==> src/rtl/sdram_trk_pkg.sv <==
package sdram_trk_pkg;
  localparam int BANKS  = 4;
  localparam int BANK_W = 2;

  typedef enum logic [2:0] {
    CMD_NOP, CMD_ACT, CMD_READ, CMD_WRITE, CMD_MODE, CMD_PRE
  } cmd_e;

  typedef struct packed {
    logic doAct;
    logic doPre;
    logic preAll;
    logic doMode;
    logic [BANK_W-1:0] bank;
  } trkStrobe_t;

  typedef struct packed {
    logic [2:0] burstLen;
    logic       interleave;
    logic [2:0] casLat;
    logic       singleWrite;
  } modeReg_t;
endpackage

==> src/rtl/sdram_trk_ctrl.sv <==
module sdram_trk_ctrl
  import sdram_trk_pkg::*;
(
  input  logic             clk,
  input  logic             rst_n,
  input  logic             cke,
  input  logic             rasN,
  input  logic             casN,
  input  logic             weN,
  input  logic [BANK_W-1:0] bankSel,
  input  logic             preAllBit,
  input  logic [6:0]       modeBits,
  input  logic [BANKS-1:0] bankOpen,
  input  logic [BANKS-1:0] bankReady,
  output trkStrobe_t       strb,
  output logic             evAct,
  output logic             evRead,
  output logic             evWrite,
  output logic             evMode,
  output logic             evPre,
  output logic             evNop,
  output logic             errColumn,
  output logic             errModePre,
  output logic             errModeCode
);
  cmd_e cmd;
  logic ckePrev;
  logic isCol, colOk, modePreOk, codeOk;

  always_comb begin
    case ({rasN, casN, weN})
      3'b011:  cmd = CMD_ACT;
      3'b101:  cmd = CMD_READ;
      3'b100:  cmd = CMD_WRITE;
      3'b000:  cmd = CMD_MODE;
      3'b110:  cmd = CMD_PRE;
      default: cmd = CMD_NOP;
    endcase
  end

  always_comb begin
    logic [2:0] bl;
    logic [2:0] cl;
    bl = modeBits[2:0];
    cl = modeBits[6:4];
    codeOk = (bl inside {3'd0, 3'd1, 3'd2, 3'd3, 3'd7}) &&
             (cl inside {3'd2, 3'd3}) &&
             !(bl == 3'd7 && modeBits[3]);
  end

  assign isCol     = (cmd == CMD_READ) || (cmd == CMD_WRITE);
  assign colOk     = bankOpen[bankSel] && bankReady[bankSel];
  assign modePreOk = ckePrev && (bankOpen == '0);

  assign strb.doAct  = cke && (cmd == CMD_ACT);
  assign strb.doPre  = cke && (cmd == CMD_PRE);
  assign strb.preAll = preAllBit;
  assign strb.doMode = cke && (cmd == CMD_MODE) && modePreOk && codeOk;
  assign strb.bank   = bankSel;

  always_ff @(posedge clk or negedge rst_n) begin
    if (!rst_n) begin
      ckePrev     <= 1'b0;
      evAct       <= 1'b0;
      evRead      <= 1'b0;
      evWrite     <= 1'b0;
      evMode      <= 1'b0;
      evPre       <= 1'b0;
      evNop       <= 1'b0;
      errColumn   <= 1'b0;
      errModePre  <= 1'b0;
      errModeCode <= 1'b0;
    end else begin
      ckePrev     <= cke;
      evAct       <= strb.doAct;
      evRead      <= cke && (cmd == CMD_READ) && colOk;
      evWrite     <= cke && (cmd == CMD_WRITE) && colOk;
      evMode      <= strb.doMode;
      evPre       <= strb.doPre;
      evNop       <= cke && (cmd == CMD_NOP);
      errColumn   <= cke && isCol && !colOk;
      errModePre  <= cke && (cmd == CMD_MODE) && !modePreOk;
      errModeCode <= cke && (cmd == CMD_MODE) && modePreOk && !codeOk;
    end
  end

  AST_EVENT_ONEHOT: assert property (@(posedge clk) disable iff (!rst_n)
    $onehot0({evAct, evRead, evWrite, evMode, evPre, evNop,
              errColumn, errModePre, errModeCode}));

  AST_CKE_LOW_QUIET: assert property (@(posedge clk) disable iff (!rst_n)
    !cke |=> !(evAct | evRead | evWrite | evMode | evPre | evNop |
               errColumn | errModePre | errModeCode));

  AST_COL_REFUSED: assert property (@(posedge clk) disable iff (!rst_n)
    (cke && isCol && !bankOpen[bankSel]) |=> (errColumn && !evRead && !evWrite));
endmodule

==> src/rtl/sdram_trk_dp.sv <==
module sdram_trk_dp
  import sdram_trk_pkg::*;
#(
  parameter int ADDR_W = 12,
  parameter int TRCD   = 2
)(
  input  logic                   clk,
  input  logic                   rst_n,
  input  trkStrobe_t             strb,
  input  logic [ADDR_W-1:0]      addr,
  output logic [BANKS-1:0]       bankOpen,
  output logic [BANKS-1:0]       bankReady,
  output logic [BANKS*ADDR_W-1:0] rowOf,
  output modeReg_t               modeReg
);
  localparam int CNT_W = (TRCD < 2) ? 1 : $clog2(TRCD + 1);
  localparam logic [CNT_W-1:0] CNT_LOAD = CNT_W'(TRCD - 1);

  for (genvar b = 0; b < BANKS; b++) begin : g_bank
    logic [CNT_W-1:0]  cnt;
    logic [ADDR_W-1:0] row;
    logic actHit, preHit;

    assign actHit = strb.doAct && (strb.bank == BANK_W'(b));
    assign preHit = strb.doPre && (strb.preAll || strb.bank == BANK_W'(b));

    always_ff @(posedge clk or negedge rst_n) begin
      if (!rst_n) begin
        cnt         <= '0;
        row         <= '0;
        bankOpen[b] <= 1'b0;
      end else if (actHit) begin
        cnt         <= CNT_LOAD;
        row         <= addr;
        bankOpen[b] <= 1'b1;
      end else if (preHit) begin
        cnt         <= '0;
        bankOpen[b] <= 1'b0;
      end else if (cnt != '0) begin
        cnt <= cnt - 1'b1;
      end
    end

    assign bankReady[b] = (cnt == '0);
    assign rowOf[b*ADDR_W +: ADDR_W] = row;

    AST_CNT_ONLY_OPEN: assert property (@(posedge clk) disable iff (!rst_n)
      (cnt != '0) |-> bankOpen[b]);
  end

  always_ff @(posedge clk or negedge rst_n) begin
    if (!rst_n) begin
      modeReg <= '{burstLen: 3'd0, interleave: 1'b0, casLat: 3'd3, singleWrite: 1'b0};
    end else if (strb.doMode) begin
      modeReg <= '{burstLen: addr[2:0], interleave: addr[3],
                   casLat: addr[6:4], singleWrite: addr[9]};
    end
  end

  AST_MODE_ONLY_IDLE: assert property (@(posedge clk) disable iff (!rst_n)
    (modeReg != $past(modeReg)) |-> ($past(bankOpen) == '0));

  AST_PREALL_CLOSES: assert property (@(posedge clk) disable iff (!rst_n)
    (strb.doPre && strb.preAll) |=> (bankOpen == '0));

  AST_CL_RANGE: assert property (@(posedge clk) disable iff (!rst_n)
    (modeReg.casLat == 3'd2) || (modeReg.casLat == 3'd3));

  AST_BL_CODE: assert property (@(posedge clk) disable iff (!rst_n)
    (modeReg.burstLen inside {3'd0, 3'd1, 3'd2, 3'd3, 3'd7}) &&
    !(modeReg.burstLen == 3'd7 && modeReg.interleave));
endmodule

==> src/rtl/sdram_cmd_tracker.sv <==
module sdram_cmd_tracker
  import sdram_trk_pkg::*;
#(
  parameter int ADDR_W = 12,
  parameter int TRCD   = 2
)(
  input  logic                    clk,
  input  logic                    rst_n,
  input  logic                    cke,
  input  logic                    rasN,
  input  logic                    casN,
  input  logic                    weN,
  input  logic [1:0]              bankSel,
  input  logic [ADDR_W-1:0]       addr,
  output logic                    evAct,
  output logic                    evRead,
  output logic                    evWrite,
  output logic                    evMode,
  output logic                    evPre,
  output logic                    evNop,
  output logic                    errColumn,
  output logic                    errModePre,
  output logic                    errModeCode,
  output logic [3:0]              bankOpen,
  output logic [4*ADDR_W-1:0]     rowOf,
  output logic [2:0]              modeBurstLen,
  output logic                    modeInterleave,
  output logic [2:0]              modeCasLat,
  output logic                    modeSingleWrite
);
  trkStrobe_t       strb;
  logic [BANKS-1:0] bankReady;
  modeReg_t         modeReg;

  sdram_trk_ctrl u_ctrl (
    .clk(clk), .rst_n(rst_n), .cke(cke),
    .rasN(rasN), .casN(casN), .weN(weN),
    .bankSel(bankSel), .preAllBit(addr[10]), .modeBits(addr[6:0]),
    .bankOpen(bankOpen), .bankReady(bankReady), .strb(strb),
    .evAct(evAct), .evRead(evRead), .evWrite(evWrite), .evMode(evMode),
    .evPre(evPre), .evNop(evNop), .errColumn(errColumn),
    .errModePre(errModePre), .errModeCode(errModeCode)
  );

  sdram_trk_dp #(.ADDR_W(ADDR_W), .TRCD(TRCD)) u_dp (
    .clk(clk), .rst_n(rst_n), .strb(strb), .addr(addr),
    .bankOpen(bankOpen), .bankReady(bankReady), .rowOf(rowOf),
    .modeReg(modeReg)
  );

  assign modeBurstLen    = modeReg.burstLen;
  assign modeInterleave  = modeReg.interleave;
  assign modeCasLat      = modeReg.casLat;
  assign modeSingleWrite = modeReg.singleWrite;
endmodule

==> config.mk <==
export PLATFORM = sky130hd
export DESIGN_NAME = sdram_cmd_tracker
export DESIGN_NICKNAME = d
export VERILOG_FILES = /design/src/rtl/sdram_trk_pkg.sv /design/src/rtl/sdram_trk_ctrl.sv /design/src/rtl/sdram_trk_dp.sv /design/src/rtl/sdram_cmd_tracker.sv
export SDC_FILE = /design/constraint.sdc
export NUM_CORES = 1
export LEC_CHECK = 0
export ABC_AREA = 1
export BUFFER_PORTS_ARGS = -buffer_cell sky130_fd_sc_hd__buf_2
export CORE_UTILIZATION = 45
export DETAILED_ROUTE_END_ITERATION = 12
export HOLD_SLACK_MARGIN = 0.06
export PLACE_DENSITY = 0.66
export SYNTH_ARGS = -nofsm -noshare
export SYNTH_HDL_FRONTEND = slang
export SYNTH_SLANG_ARGS = --single-unit
==> constraint.sdc <==
create_clock -name clk -period 2.6 [get_ports clk]
set_input_delay 0.52 -clock clk [delete_from_list [all_inputs] [get_ports clk]]
set_output_delay 0.52 -clock clk [all_outputs]
set_load 0.01 [all_outputs]
==> run_results.csv, run 1 <==
group,metric,value,unit
yosys,synth_most_common_cell,"nand2_1",
final_layout,finalNetCount,452,
clock_tree,clk-insertion-delay-late,0.34,ns
timing,fin_tns_setup,0,ns
grt,grt_max_degree,79,
placement,place_hpwl,4.840,mm
clock_tree,cts_tree,"built",
final_layout,seq_area,1954,sq um
power,p_per_area,855.3,nW/um^2
routing,dr.pass1.iters,5,
floorplan,rows,30,
final_layout,multi_input_area,1131,sq um
placement,place_area,3801,sq um
clock_tree,ctsResizeCount,0,
final_layout,final_area,4015,sq um
critical_path,crit_type,"register to primary output",
timing,max_freq,0.6598,GHz
yosys,syn-num-nets,361,
critical_path,path_delay_family,"flip-flops",
hold_path,hold_path_class,"primary input to async pin",
yosys,netlist.area_leader.share,57.14,%
timing,grt_setup_unrepaired,"false",
timing,drv_slew,0,
routing,wire_per_inst,12.86,microns
critical_path,worst_setup_path_start_kind,"register",
yosys,seq_area_frac_synth,58.72,%
clock_tree,clock_path_buffers,2,
critical_path,end_kind,"primary output",
power,ir_worst_vdd,0.0003832,V
placement,port_buffers,88,
grt,grt_first_pass_wirelength,11.50,mm
critical_path,required,2.08,ns
critical_path,cp_slowest_cell,"dfstp_2",
floorplan,dieArea,7744,sq um
placement,pre_cts_ws,0.9172,ns
yosys,synth_edf_count,0,
routing,vias_per_cell,4.699,
clock_tree,clk_pin_slew,0.08,ns
placement,place_congestion,0.7753,
floorplan,ios,89,
routing,drt-total-wl,6.804,mm
floorplan,die_y,88,microns
timing,fin_skew,0.006396,ns
clock_tree,cts.sinks,78,
yosys,synth_common_cells,"94 x nand2_1, 76 x dfrtp_1, 34 x inv_1, 34 x o21ai_2, 20 x nor2_1",
floorplan,die_w,88,microns
critical_path,cp_cell_sequence,"buf_2",
final_layout,fill_cells,672,
grt,grt_util_all_layers,19.81,%
floorplan,fp.coreArea,6982,sq um
timing,final-setup-viol-count,0,
timing,post-route-period-util,58.29,%
critical_path,cp_slowest_stage_delay,0.54,ns
power,p_leak,2.285,nW
routing,drc,0,
clock_tree,cts_buffers,9,
critical_path,cp_max_fo,2,
final_layout,diodes,0,
routing,drt_iter0_markers,127,
clock_tree,hold_buffers,0,
critical_path,critical_path_arrival,1.00,ns
grt,grt_overflow_total,0,
yosys,synthTopCellsByArea,"dfrtp_1 57%, nand2_1 11%, o21ai_2 8.9%, inv_1 3.8%, buf_6 2.7%",
yosys,synth.distinct_cells,24,
run_status,run_status,"complete, no violations",
clock_tree,postCtsSetupBuffers,0,
floorplan,start_util,47.67,%
yosys,netlist_area,3328,sq um
critical_path,crit_start,"u_dp.modeReg[1]",
routing,num_vias,2486,
critical_path,cp_num_buf_inv,1,
final_layout,area_growth_syn_to_layout,20.64,%
yosys,synth_area_per_cell,9.876,sq um
timing,worstMarginPinSlew,0.9764,ns
yosys,yosysTopAreaCell,"dfrtp_1",
grt,antenna_found_initial,0,
timing,layout_min_cycle_time,1.516,ns
run,cap_violations,0,
final_layout,drive_above_1_share,36.03,%
yosys,ys.flop_type,"dfrtp_1",
grt,grt_pass1_vias,2412,
power,total_power,3.434,mW
timing,hold_viol,0,
yosys,synth-async-reset-ratio,100.0,%
critical_path,timing.rr.start,"u_dp.bankOpen[3]",
clock_tree,clockRootBuffer,"clkbuf_8",
clock_tree,htree_num_levels,3,
timing,max-slew-margin-rel,34.90,%
timing,setup_ws,1.084,ns
yosys,syn_inst,337,
yosys,synth_warnings,0,
yosys,ys_ff_latch,78,
routing,ant_nets,0,
[state kept, by name, indices dropped and copies added, names as in the netlist, 4 cells and up]
signal / cells
u_dp.bankOpen: 4
u_dp.modeReg: 8
u_dp.g_bank.cnt: 8
u_dp.g_bank.row: 48
[kinds of logic after synthesis]
logic type               Yosys count  synth area share, %
AO/OA/AOI/OAI                     62                13.16
XOR/XNOR                           4                1.053
adder cells (fa/ha/maj)            4                1.504
buffers and inverters             48                7.293
flip-flops                        78                58.72
AND/OR/NAND/NOR                  141                18.27
[routing by layer]
layer  track usage, %  vias up  share of wire, %
met5                0        -                 0
met4            8.495        0               1.6
met3            5.467        8               5.3
met2            30.30       63                46
met1            26.48     1160                47
li1                 -     1255                 -
[report_power, final]
part	internal, mW	switching, mW
logic	0.384	0.495
clock network	0.539	0.446
registers	1.44	0.126
[final cells by class]
cell class	count	area share [%]
multi-input cells	211	28.17
clock inverters	6	2.150
inverters	40	3.802
well taps	96	2.992
clock buffers	10	3.179
flip-flops and latches	78	48.68
repair buffers	88	11.03
[worst register-to-register path, stage by stage (launching register included)]
cell and delay [ns]:
dfrtp_1 0.42, nor2_1 0.17, nand3_1 0.19, nor2_4 0.21
nand2_2 0.14, nand2_1 0.09, nand2_1 0.05
[stage by stage]
| stage | utilization, % | instances | hold WS [ns] |
|---|---|---|---|
| after floorplan | - | 337 | 0.2244 |
| after global routing | 57.51 | 529 | 0.3220 |
| after detailed placement | 54.44 | 513 | 0.4445 |
| after global placement | 54.44 | 513 | 0.4384 |
| after CTS | 57.51 | 529 | 0.3144 |
| final | 57.51 | 529 | 0.3231 |
[final timing paths]
check,endpoint,slack [ns],cells after the start
hold reg to reg,u_dp.modeReg[2],0.45,2
hold / removal,u_dp.g_bank[2].cnt[0],0.32,1
min in group clk,u_ctrl.ckePrev,0.33,1
setup reg to reg,u_dp.modeReg[0],1.21,6
max in group asynchronous,u_dp.bankOpen[3],1.65,1
setup / recovery,modeCasLat[0],1.08,1
[placed cells by master (no fill, tap or decap)]
cell,instances
clkinv_4,1
nand3_1,11
a21oi_1,7
nand3b_1,1
bufinv_16,2
xor2_1,2
nor3_1,2
nand2_2,3
ha_1,4
clkbuf_8,9
clkinvlp_4,1
inv_2,5
o21ai_1,14
nand2_4,3
nand4_1,1
nor3b_1,1
clkbuf_1,1
nor2_4,2
clkinv_2,2
nand2_1,94
dfrtp_1,76
dfstp_2,2
nor2_1,20
inv_1,34
nor2_2,3
xnor2_1,2
buf_4,1
o21ai_2,34
buf_2,87
o21ai_0,7
inv_4,1
(Power assumes the default switching activity.)
==> run 2: changes to the inputs <==
==> constraint.sdc (replaced) <==
create_clock -name clk -period 1.4 [get_ports clk]
set_input_delay 0.28 -clock clk [delete_from_list [all_inputs] [get_ports clk]]
set_output_delay 0.28 -clock clk [all_outputs]
set_load 0.01 [all_outputs]
==> run 2 against run 1 <==
Non-clock buffer count up 12. Design area up 3.6%. First-iteration DRC count is 54% higher. Total power grew 89%. Core utilization grew 2.1 points. Sequential cell count unchanged. Hold slack lost 0.15 ns.
==> run_results.csv, run 2 (synthesized netlist as in run 1, its figures left out) <==
group,metric,value,unit
run_status,run_status,"complete, no violations",
floorplan,fp.coreArea,6982,sq um
critical_path,cp_max_fo,2,
timing,post-route-period-util,90.68,%
clock_tree,clockRootBuffer,"clkbuf_8",
final_layout,top_regs,"u_dp.g_bank.row (48), u_dp.g_bank.cnt (8), u_dp.modeReg (8)",
routing,ant_nets,0,
grt,grt_util_all_layers,19.00,%
final_layout,largest-register,"u_dp.g_bank.row",
grt,grt_first_pass_wirelength,11.01,mm
clock_tree,cts_tree,"built",
timing,layout_min_cycle_time,1.270,ns
final_layout,layout_commonest_cell,"nand2_1",
critical_path,cp_slowest_stage_delay,0.53,ns
critical_path,crit_type,"register to primary output",
clock_tree,cts_buffers,9,
critical_path,critical_path_arrival,0.99,ns
critical_path,cp_cell_sequence,"buf_2",
routing,num_vias,2499,
routing,met3WireLength,349,microns
routing,route.met2.wl,3.238,mm
clock_tree,clock_path_buffers,2,
final_layout,drive_above_1_share,37.53,%
critical_path,required,1.12,ns
timing,fin_skew,0.006941,ns
power,total_power,6.474,mW
grt,antenna_found_initial,0,
final_layout,diodes,0,
power,ir_worst_vdd,0.001029,V
floorplan,start_util,47.67,%
clock_tree,cts.sinks,78,
timing,drv_slew,0,
timing,fin_tns_setup,0,ns
placement,dp.cells,524,
clock_tree,clk_pin_slew,0.08,ns
critical_path,cp_slowest_cell,"dfstp_2",
critical_path,path_delay_family,"flip-flops",
final_layout,layout_common_cells,"94 x nand2_1, 87 x buf_2, 76 x dfrtp_1",
floorplan,die_y,88,microns
timing,hold_viol,0,
floorplan,ios,89,
power,p_per_area,1556,nW/um^2
routing,vias_per_cell,4.619,
hold_path,hold_path_class,"primary input to register",
floorplan,rows,30,
final_layout,area_growth_syn_to_layout,25.00,%
placement,place_hpwl,5.040,mm
timing,final-setup-viol-count,0,
grt,grt_pass1_vias,2255,
floorplan,dieArea,7744,sq um
critical_path,cp_num_buf_inv,1,
timing,max-slew-margin-rel,76.79,%
placement,port_buffers,88,
grt,grt_max_degree,44,
critical_path,worst_setup_path_start_kind,"register",
placement,pre_cts_ws,0.03574,ns
grt,grt_overflow_total,0,
floorplan,die_w,88,microns
placement,place_congestion,0.7786,
final_layout,finalNetCount,464,
routing,dr.pass1.iters,4,
routing,drt_iter0_markers,196,
final_layout,instances_no_fill,541,
clock_tree,clk-insertion-delay-late,0.34,ns
routing,highest_layer,"met4",
routing,wl_met1,3.177,mm
timing,worstMarginPinSlew,0.3468,ns
routing,drt-total-wl,6.804,mm
final_layout,largest_register_ffs,48,
timing,max_freq,0.7877,GHz
critical_path,end_kind,"primary output",
timing,setup_ws,0.1304,ns
routing,drc,0,
final_layout,post-route-util,59.59,%
run,cap_violations,0,
timing,grt_setup_unrepaired,"false",
routing,wire_per_inst,12.58,microns
clock_tree,htree_num_levels,3,
power,p_leak,2.361,nW
-- run 2: cell types whose count changed in the layout (fill, tap and decap cells not counted) --
cell           previous run  this run
buf_12                    0         3
buf_4                     1         9
clkbuf_1                  1         2
clkbuf_8                  9        11
clkinv_2                  2         0
clkinv_4                  1         0
dlygate4sd3_1             0         1
nor2_1                   20        19
nor2_2                    3         4
-- run 2: final timing paths --
| check | slack [ns] | to | from | depth (start not counted) |
|---|---|---|---|---|
| min in group asynchronous | 0.45 | u_dp.g_bank[1].row[10] | rst_n | 3 |
| max reg2reg | 0.16 | u_dp.modeReg[0] | u_dp.bankOpen[3] | 6 |
| max | 0.13 | modeCasLat[0] | u_dp.modeReg[1] | 1 |
| max in group asynchronous | 0.68 | u_dp.modeReg[2] | rst_n | 3 |
| min reg2reg | 0.45 | u_dp.modeReg[2] | u_dp.modeReg[2] | 2 |
| min | 0.17 | u_ctrl.ckePrev | cke | 2 |
-- run 2: layout make-up --
cell class | instances | area [sq um]
Inverter | 40 | 152.6
Sequential cell | 78 | 1954
Clock inverter | 3 | 67.56
Timing Repair Buffer | 100 | 573.1
Fill cell | 639 | 2821
Multi-Input combinational cell | 211 | 1134
Clock buffer | 13 | 158.9
Tap cell | 96 | 120.1
-- run 2: metrics by stage --
step / hold slack [ns] / cell area, sq um
4_1_cts: 0.1558 / 4158
3_5_place_dp: 0.2657 / 3921
2_1_floorplan: -0.01559 / 3328
3_3_place_gp: 0.2709 / 3921
6_report: 0.1719 / 4160
5_1_grt: 0.1624 / 4160
-- run 2: per-layer routing --
layer	global-route usage [%]	vias up
li1	-	1270
met5	0	-
met3	6.692	5
met2	29.60	65
met1	26.12	1159
met4	3.130	0
-- run 2: power breakdown --
part	leakage [nW]	switching, mW	total, mW	internal [mW]
registers	1.00	0.244	2.93	2.68
logic	1.25	0.921	1.66	0.743
clock network	0.110	0.778	1.88	1.10
-- run 2: what timing repair did --
action,CTS,global route
hold buffers,1,0
setup buffers,0,0
resized for setup,0,1
setup endpoints to repair,0,2
hold endpoints to repair,76,0
==> run 3: changes to the inputs <==
--- a/config.mk
+++ b/config.mk
@@ -6,7 +6,7 @@
 export NUM_CORES = 1
 export LEC_CHECK = 0
 export ABC_AREA = 1
-export BUFFER_PORTS_ARGS = -buffer_cell sky130_fd_sc_hd__buf_2
+export BUFFER_PORTS_ARGS = -buffer_cell sky130_fd_sc_hd__buf_4
 export CORE_UTILIZATION = 45
 export DETAILED_ROUTE_END_ITERATION = 12
 export HOLD_SLACK_MARGIN = 0.06
==> run 3 against run 2 <==
Register-to-register slack better by 0.02 ns. Fmax is 0.25% higher. Cell count is 0.37% lower. Critical endpoint is now modeCasLat[1].
==> run_results.csv, run 3 (synthesized netlist as in run 1, its figures left out) <==
group,metric,value,unit
timing,final-setup-viol-count,0,
power,ir_worst_vdd,0.0006562,V
clock_tree,cts.sinks,78,
clock_tree,cts_tree,"built",
timing,layout_min_cycle_time,1.266,ns
hold_path,hold_path_class,"primary input to register",
grt,grt_overflow_total,0,
critical_path,worst_setup_path_start_kind,"register",
clock_tree,cts_buffers,9,
final_layout,layout_commonest_cell,"nand2_1",
routing,vias_per_cell,4.635,
floorplan,start_util,47.67,%
critical_path,required,1.12,ns
timing,drv_slew,0,
timing,hold_viol,0,
final_layout,finalNetCount,462,
power,p_leak,2.367,nW
critical_path,cp_slowest_cell,"dfstp_2",
final_layout,layout_common_cells,"94 x nand2_1, 93 x buf_4, 76 x dfrtp_1",
final_layout,diodes,0,
placement,dp.cells,521,
critical_path,path_delay_family,"flip-flops",
grt,grt_util_all_layers,19.61,%
floorplan,die_y,88,microns
clock_tree,htree_num_levels,3,
clock_tree,clockRootBuffer,"clkbuf_8",
critical_path,critical_path_arrival,0.99,ns
clock_tree,clk-insertion-delay-late,0.34,ns
grt,grt_first_pass_wirelength,11.30,mm
routing,num_vias,2498,
final_layout,instances_no_fill,539,
routing,dr.pass1.iters,4,
floorplan,die_w,88,microns
run_status,run_status,"complete, no violations",
timing,worstMarginPinSlew,0.3275,ns
critical_path,crit_type,"register to primary output",
placement,port_buffers,88,
grt,grt_pass1_vias,2293,
final_layout,largest-register,"u_dp.g_bank.row",
routing,ant_nets,0,
final_layout,largest_register_ffs,48,
floorplan,rows,30,
floorplan,ios,89,
timing,fin_tns_setup,0,ns
critical_path,cp_slowest_stage_delay,0.54,ns
grt,antenna_found_initial,0,
final_layout,top_regs,"u_dp.g_bank.row (48), u_dp.g_bank.cnt (8), u_dp.modeReg (8)",
timing,fin_skew,0.009555,ns
timing,max_freq,0.7896,GHz
routing,drc,0,
grt,grt_max_degree,32,
timing,post-route-period-util,90.46,%
timing,max-slew-margin-rel,77.94,%
power,p_per_area,1492,nW/um^2
floorplan,dieArea,7744,sq um
critical_path,cp_cell_sequence,"buf_4",
clock_tree,clock_path_buffers,2,
final_layout,area_growth_syn_to_layout,30.15,%
critical_path,end_kind,"primary output",
critical_path,cp_max_fo,2,
placement,place_hpwl,5.236,mm
routing,wire_per_inst,13.33,microns
floorplan,fp.coreArea,6982,sq um
clock_tree,clk_pin_slew,0.08,ns
routing,drt_iter0_markers,116,
routing,drt-total-wl,7.186,mm
run,cap_violations,0,
placement,place_congestion,0.7812,
final_layout,drive_above_1_share,37.25,%
critical_path,cp_num_buf_inv,1,
timing,grt_setup_unrepaired,"false",
-- run 3: report_power, final --
group	internal, mW	switching (mW)
registers	2.68	0.267
logic	0.922	0.936
clock network	0.829	0.825
total	4.43	2.03
-- run 3: path summary, 6_finish.rpt --
kind / to / startpoint / slack, ns / cells past startpoint
hold reg to reg: u_dp.modeReg[2] / u_dp.modeReg[2] / 0.45 / 2
hold / removal: u_ctrl.evNop / rasN / 0.14 / 2
min in group asynchronous: u_dp.g_bank[1].row[4] / rst_n / 0.36 / 2
setup reg to reg: u_ctrl.evWrite / u_dp.g_bank[2].cnt[0] / 0.18 / 7
setup / recovery: modeCasLat[1] / u_dp.modeReg[2] / 0.13 / 1
max in group asynchronous: u_dp.g_bank[2].row[11] / rst_n / 0.58 / 3
-- run 3: cell type report --
cell class | count | area [sq um]
Multi-Input combinational cell | 211 | 1136
Tap cell | 96 | 120.1
Clock buffer | 11 | 131.4
Sequential cell | 78 | 1954
Clock inverter | 5 | 58.81
Inverter | 40 | 152.6
Fill cell | 629 | 2650
Timing Repair Buffer | 98 | 778.2
-- run 3: layer usage --
layer / vias up / share of wire [%] / global-route usage (%)
met4: 0 / 0.79 / 7.154
met1: 1152 / 47 / 26.79
met3: 6 / 5.0 / 4.713
li1: 1272 / - / -
met5: - / 0 / 0
met2: 68 / 47 / 30.51
-- run 3: worst register-to-register path, cell delays in order (launching register included) --
cell	delay, ns
dfrtp_1	0.39
inv_1	0.06
ha_1	0.22
nand3b_1	0.13
nand2_1	0.06
nor2_2	0.13
nand2_1	0.08
nor2_1	0.08
-- run 3: what timing repair did --
item / in CTS / in global routing
buffers inserted: 0 / 0
endpoints found under the setup margin: 0 / 2
hold buffers: 2 / 0
endpoints found under the hold margin: 18 / 0
resized for setup: 0 / 2
-- run 3: per-stage QoR --
step / cell area (sq um) / hold WS (ns) / power [mW] / util, % / worst slack (ns)
after floorplan: 3328 / -0.01559 / 4.030 / - / 0.2172
after global placement: 4116 / 0.1865 / 4.778 / 58.96 / 0.09098
after detailed placement: 4116 / 0.1867 / 4.854 / 58.96 / 0.03358
after CTS: 4327 / 0.1266 / 6.514 / 61.97 / 0.1164
after global routing: 4332 / 0.1495 / 6.886 / 62.04 / 0.04049
final: 4332 / 0.1445 / 6.462 / 62.04 / 0.1336
